==> src/rtl/bus_turnaround_idle.sv <==
module bus_turnaround_idle #(
  parameter int SPACE_W = 3,
  parameter int CNT_W   = 2
) (
  input  logic               clk,
  input  logic               rst_n,
  input  logic               cfg_we,
  input  logic [15:0]        cfg_wdata,
  output logic [15:0]        cfg_rdata,
  input  logic               req_valid,
  input  logic [SPACE_W-1:0] req_space,
  input  logic               req_write,
  output logic               start
);

  localparam int PAIR_W = SPACE_W - 1;
  localparam int NPAIR  = 1 << PAIR_W;
  localparam int FLD_W  = NPAIR * CNT_W;

  logic [FLD_W-1:0]  idle_f;
  logic              last_vld, last_wr;
  logic [PAIR_W-1:0] last_pair;
  logic              busy;
  logic [CNT_W-1:0]  cnt;

  wire [PAIR_W-1:0] req_pair = req_space[PAIR_W-1:0];
  wire [CNT_W-1:0]  gap      = idle_f[last_pair*CNT_W +: CNT_W];
  wire              turn     = last_vld && !last_wr && (req_write || req_pair != last_pair);
  wire              need     = turn && gap != '0;

  assign cfg_rdata = {idle_f, {(16-FLD_W){1'b0}}};
  assign start     = req_valid && (busy ? (cnt == '0) : !need);

  always_ff @(posedge clk) begin
    if (!rst_n) idle_f <= '1;
    else if (cfg_we) idle_f <= cfg_wdata[15 -: FLD_W];
  end

  always_ff @(posedge clk) begin
    if (!rst_n) begin
      busy <= 1'b0;
      cnt  <= '0;
    end else if (!busy) begin
      if (req_valid && need) begin
        busy <= 1'b1;
        cnt  <= gap - 1'b1;
      end
    end else if (cnt != '0) begin
      cnt <= cnt - 1'b1;
    end else if (req_valid) begin
      busy <= 1'b0;
    end
  end

  always_ff @(posedge clk) begin
    if (!rst_n) begin
      last_vld  <= 1'b0;
      last_wr   <= 1'b0;
      last_pair <= '0;
    end else if (start) begin
      last_vld  <= 1'b1;
      last_wr   <= req_write;
      last_pair <= req_pair;
    end
  end


  cfg_update_chk: assert property (@(posedge clk) disable iff (!rst_n)
    $past(cfg_we) && $past(rst_n) |-> cfg_rdata[15 -: FLD_W] == $past(cfg_wdata[15 -: FLD_W]));


  hold_low_chk: assert property (@(posedge clk) disable iff (!rst_n)
    busy && cnt != '0 |-> !start);


  countdown_chk: assert property (@(posedge clk) disable iff (!rst_n)
    busy && cnt != '0 |=> busy && cnt == $past(cnt) - 1'b1);


  after_write_chk: assert property (@(posedge clk) disable iff (!rst_n)
    start && req_write ##1 req_valid |-> start);


  read_read_chk: assert property (@(posedge clk) disable iff (!rst_n)
    start && !req_write ##1 (req_valid && !req_write && req_pair == $past(req_pair)) |-> start);

endmodule

==> config.mk <==
export PLATFORM = sky130hd
export DESIGN_NAME = bus_turnaround_idle
export DESIGN_NICKNAME = d
export VERILOG_FILES = /design/src/rtl/bus_turnaround_idle.sv
export SDC_FILE = /design/constraint.sdc
export NUM_CORES = 1
export LEC_CHECK = 0
export ABC_AREA = 1
export ABC_CLOCK_PERIOD_IN_PS = 2900
export BUFFER_PORTS_ARGS = -buffer_cell sky130_fd_sc_hd__buf_2
export CORE_MARGIN = 2
export CORE_UTILIZATION = 47
export CTS_CLUSTER_SIZE = 10
export DETAILED_ROUTE_END_ITERATION = 10
export PLACE_DENSITY = 0.82
export SETUP_SLACK_MARGIN = 0.1
export SLEW_MARGIN = 25
export SYNTH_ARGS = -nofsm -noshare
export SYNTH_HDL_FRONTEND = slang
export SYNTH_SLANG_ARGS = --single-unit
==> constraint.sdc <==
create_clock -name clk -period 2.9 [get_ports clk]
set_clock_uncertainty 0.2 [all_clocks]
set_input_delay 0.145 -clock clk [delete_from_list [all_inputs] [get_ports clk]]
set_output_delay 0.145 -clock clk [all_outputs]
set_load 0.005 [all_outputs]
==> Flow_metrics.wiki <==
{| class="wikitable"
! Metric !! Value
|-
| Last weighted congestion value of the routability-driven placer || 0.817
|-
| Largest net degree at the start of global routing || 15
|-
| Yosys cell types || 17
|-
| Clock latency reported for the late side of the worst-skew pair || between 200 and 300 ps
|-
| Worst hold path type || in -> reg
|-
| Inserted Clock Buffers || 3
|-
| Largest family of logic cells by synthesized area || simple AND/OR/NAND/NOR gates
|-
| Final setup viols || 0
|-
| Fraction of the mapped netlist area in simple logic gates || 42.8%
|-
| Area enclosed by the die boundary || roughly 0.0021 mm2
|-
| Via count of the first global-routing pass || just under 800
|-
| Multi-input gate area in the final layout || approximately 400 um2
|-
| Sinks on Clock Net || 15
|-
| #FFs+latches synth || 15
|-
| Max Fanout on Critical Path || 1
|-
| Total global routing track utilization || 23.3%
|-
| Detailed route wirelength on metal2 || approximately 1000 um
|-
| Register area share after synthesis || about 37%
|-
| Vertical extent of the die || roughly 45 um
|-
| Mux contribution to synthesized area || 0%
|-
| Routed WL || ~2100 um
|-
| Minimum clock period after layout || 2100 ps
|-
| Number of gates given a new drive strength after cts || 0
|-
| Ratio of total power to cell area || about 430 mW/mm2
|-
| Worst setup EP type || register
|-
| Data required time of the worst path || roughly 2900 ps
|-
| Number of buffers added for setup after CTS || 0
|-
| Commonest register cell after synthesis || dfxtp_1
|-
| Data arrival time at the worst-slack endpoint || 2090 ps
|-
| Layout filler cell count || around 120
|-
| Total of hold buffers inserted after clock tree synthesis || 25
|-
| Total DRC errors in the routed layout || 0
|-
| Routed length on met3 || 100 um
|-
| Yosys warning count || 0
|-
| Detailed Routing Iterations Pass 1 || 4
|-
| Post-DP HPWL || between 1000 and 1500 um
|-
| Antenna Cells || 0
|-
| Maximum level of the CTS H-tree || 1
|-
| Peak supply drop || approximately 250 uV
|-
| Most used cells in the layout excluding fill and tap cells || nand2_1, dlygate4sd3_1, buf_2
|-
| Critical Path Source Type || input pin
|-
| Wire length on met1 || between 900 and 1000 um
|-
| Post-synthesis instance area || ~800 um2
|-
| Maximum number of buffers from clock root to sink || 2
|-
| Die Span X || approximately 45 um
|-
| Final worst path period share || 72.5%
|-
| Final count of pins violating max slew || 0
|-
| Run status || completed
|-
| Cell leakage power || 0.611 nW
|-
| DRT antenna net count || 0
|-
| Number of antenna violations at the first check in global routing || 0
|-
| Most frequent standard cell in the layout excluding fill and tap cells || nand2_1
|-
| Syn Inst Count || around 130
|-
| Layout cell share with drive strength beyond 1 || between 15 and 20%
|-
| Area delta synth->final || 46.1%
|-
| WHS || about 26 ps
|-
| Average size of a mapped cell || 6.38 um2
|-
| Routed via count divided by cell count || between 4 and 5
|-
| Worst setup path category || in -> reg
|-
| Post-synthesis adder-cell area fraction || 0%
|-
| Reg-to-reg startpoint || last_pair[0]
|-
| Cell Rows || 14
|-
| Std-Cell Core Area || 0.00156 mm2
|-
| CTS clk-pin slew, worst paths || around 90 ps
|-
| Number of vias in the routed layout || 950
|-
| Total I/O pin count || 41
|-
| Number of I/O port buffers || 23
|-
| Clock tree from TritonCTS || yes
|-
| Initial core utilization || 51.5%
|-
| Max Clk Rate || approximately 480 MHz
|-
| Clock tree root buffer cell || clkbuf_4
|-
| Uppermost layer routed || met4
|-
| Async SR Flop Fraction || 0%
|-
| Xor/xnor share of the synthesized area || 0%
|-
| Unrepaired setup endpoints after global routing || no
|-
| Gr ovfl total || 0
|-
| Final setup TNS || 0 ps
|-
| Max-cap check violation count || 0
|-
| Sequential cell area || 300 um2
|-
| Final net count || 200
|-
| Setup crit start || cfg_wdata[14]
|-
| Start point of the worst hold path || rst_n
|-
| Average routed wire per standard cell || about 11 um
|-
| Hold Vio Cnt, Final || 0
|-
| Global-route wire length before repair || between 3000 and 4000 um
|-
| Complex-gate fraction of the synthesized area || roughly 3.3%
|-
| First DRT Iteration DRCs || 24
|-
| Number of enable flip-flop cells after synthesis || 0
|}
## stage by stage
| stage | util (%) | power, W | setup WS [ps] | instances | area (um2) |
|---|---|---|---|---|---|
| 5_1_grt | 75.3 | 0.000532 | 749 | 191 | 1170 |
| 3_5_place_dp | 57.5 | 0.000352 | 1390 | 162 | 897 |
| 6_report | 75.3 | 0.000503 | 796 | 191 | 1170 |
| 4_1_cts | 75.3 | 0.000500 | 886 | 191 | 1170 |
| 2_1_floorplan | - | 0.000327 | 1560 | 133 | 830 |
| 3_3_place_gp | 57.5 | 0.000349 | 1410 | 162 | 897 |
## final timing paths
check / endpoint / slack [ps] / cells past startpoint
worst min-delay path: cnt[1] / 30 / 3
worst max-delay path: idle_f[6] / 800 / 6
worst min register to register: last_vld / 270 / 2
worst max register to register: last_wr / 1350 / 9
## worst max-delay path: stages
cell and delay, ps:
dlygate4sd3_1 560, buf_2 120, nand2_1 60, dlygate4sd3_1 560, nand3_1 70, dlygate4sd3_1 560
## synthesized netlist by cell type (2+ instances only)
master / n / share of area (%)
clkbuf_1: 2 / 0.93
inv_2: 2 / 0.93
nand2_1: 44 / 21
dfxtp_1: 15 / 37
o21ai_1: 3 / 1.9
nand2_2: 2 / 1.6
buf_4: 8 / 7.5
nor2_1: 13 / 6.1
nand3_1: 18 / 11
inv_1: 12 / 5.6
## layer usage
layer	GRT usage, %	vias up
met5	0	-
met4	12.4	0
met3	5.20	5
met2	38.6	45
met1	27.9	431
li1	-	469
## flip-flops by register name (all words and copies together) (netlist names)
signal     flops
cnt            2
busy           1
last_vld       1
last_wr        1
last_pair      2
idle_f         8
## kinds of logic (layout without fill, tap and decap cells)
| kind of cell | after synthesis | in the layout |
|---|---|---|
| and+or+nand+nor | 80 | 80 |
| buffers and inverters | 25 | 67 |
| DFF | 15 | 15 |
| AOI/OAI and AO/OA | 5 | 5 |
| other | 1 | 8 |
## area by class of cell
class                      count  area share, %
clock buffer                   4           2.24
inverter                      15           5.22
multi-input combinational     93           34.1
sequential                    15           25.6
tap                           16           1.71
timing repair buffer          48           31.1
## power by group
group	leakage (nW)	internal, W	total [W]	switching [W]
clock network	0.0150	0.0000535	0.000121	0.0000673
registers	0.125	0.000224	0.000239	0.0000155
logic	0.471	0.0000689	0.000143	0.0000740
total	0.611	0.000346	0.000503	0.000157
(Power assumes the default switching activity.)
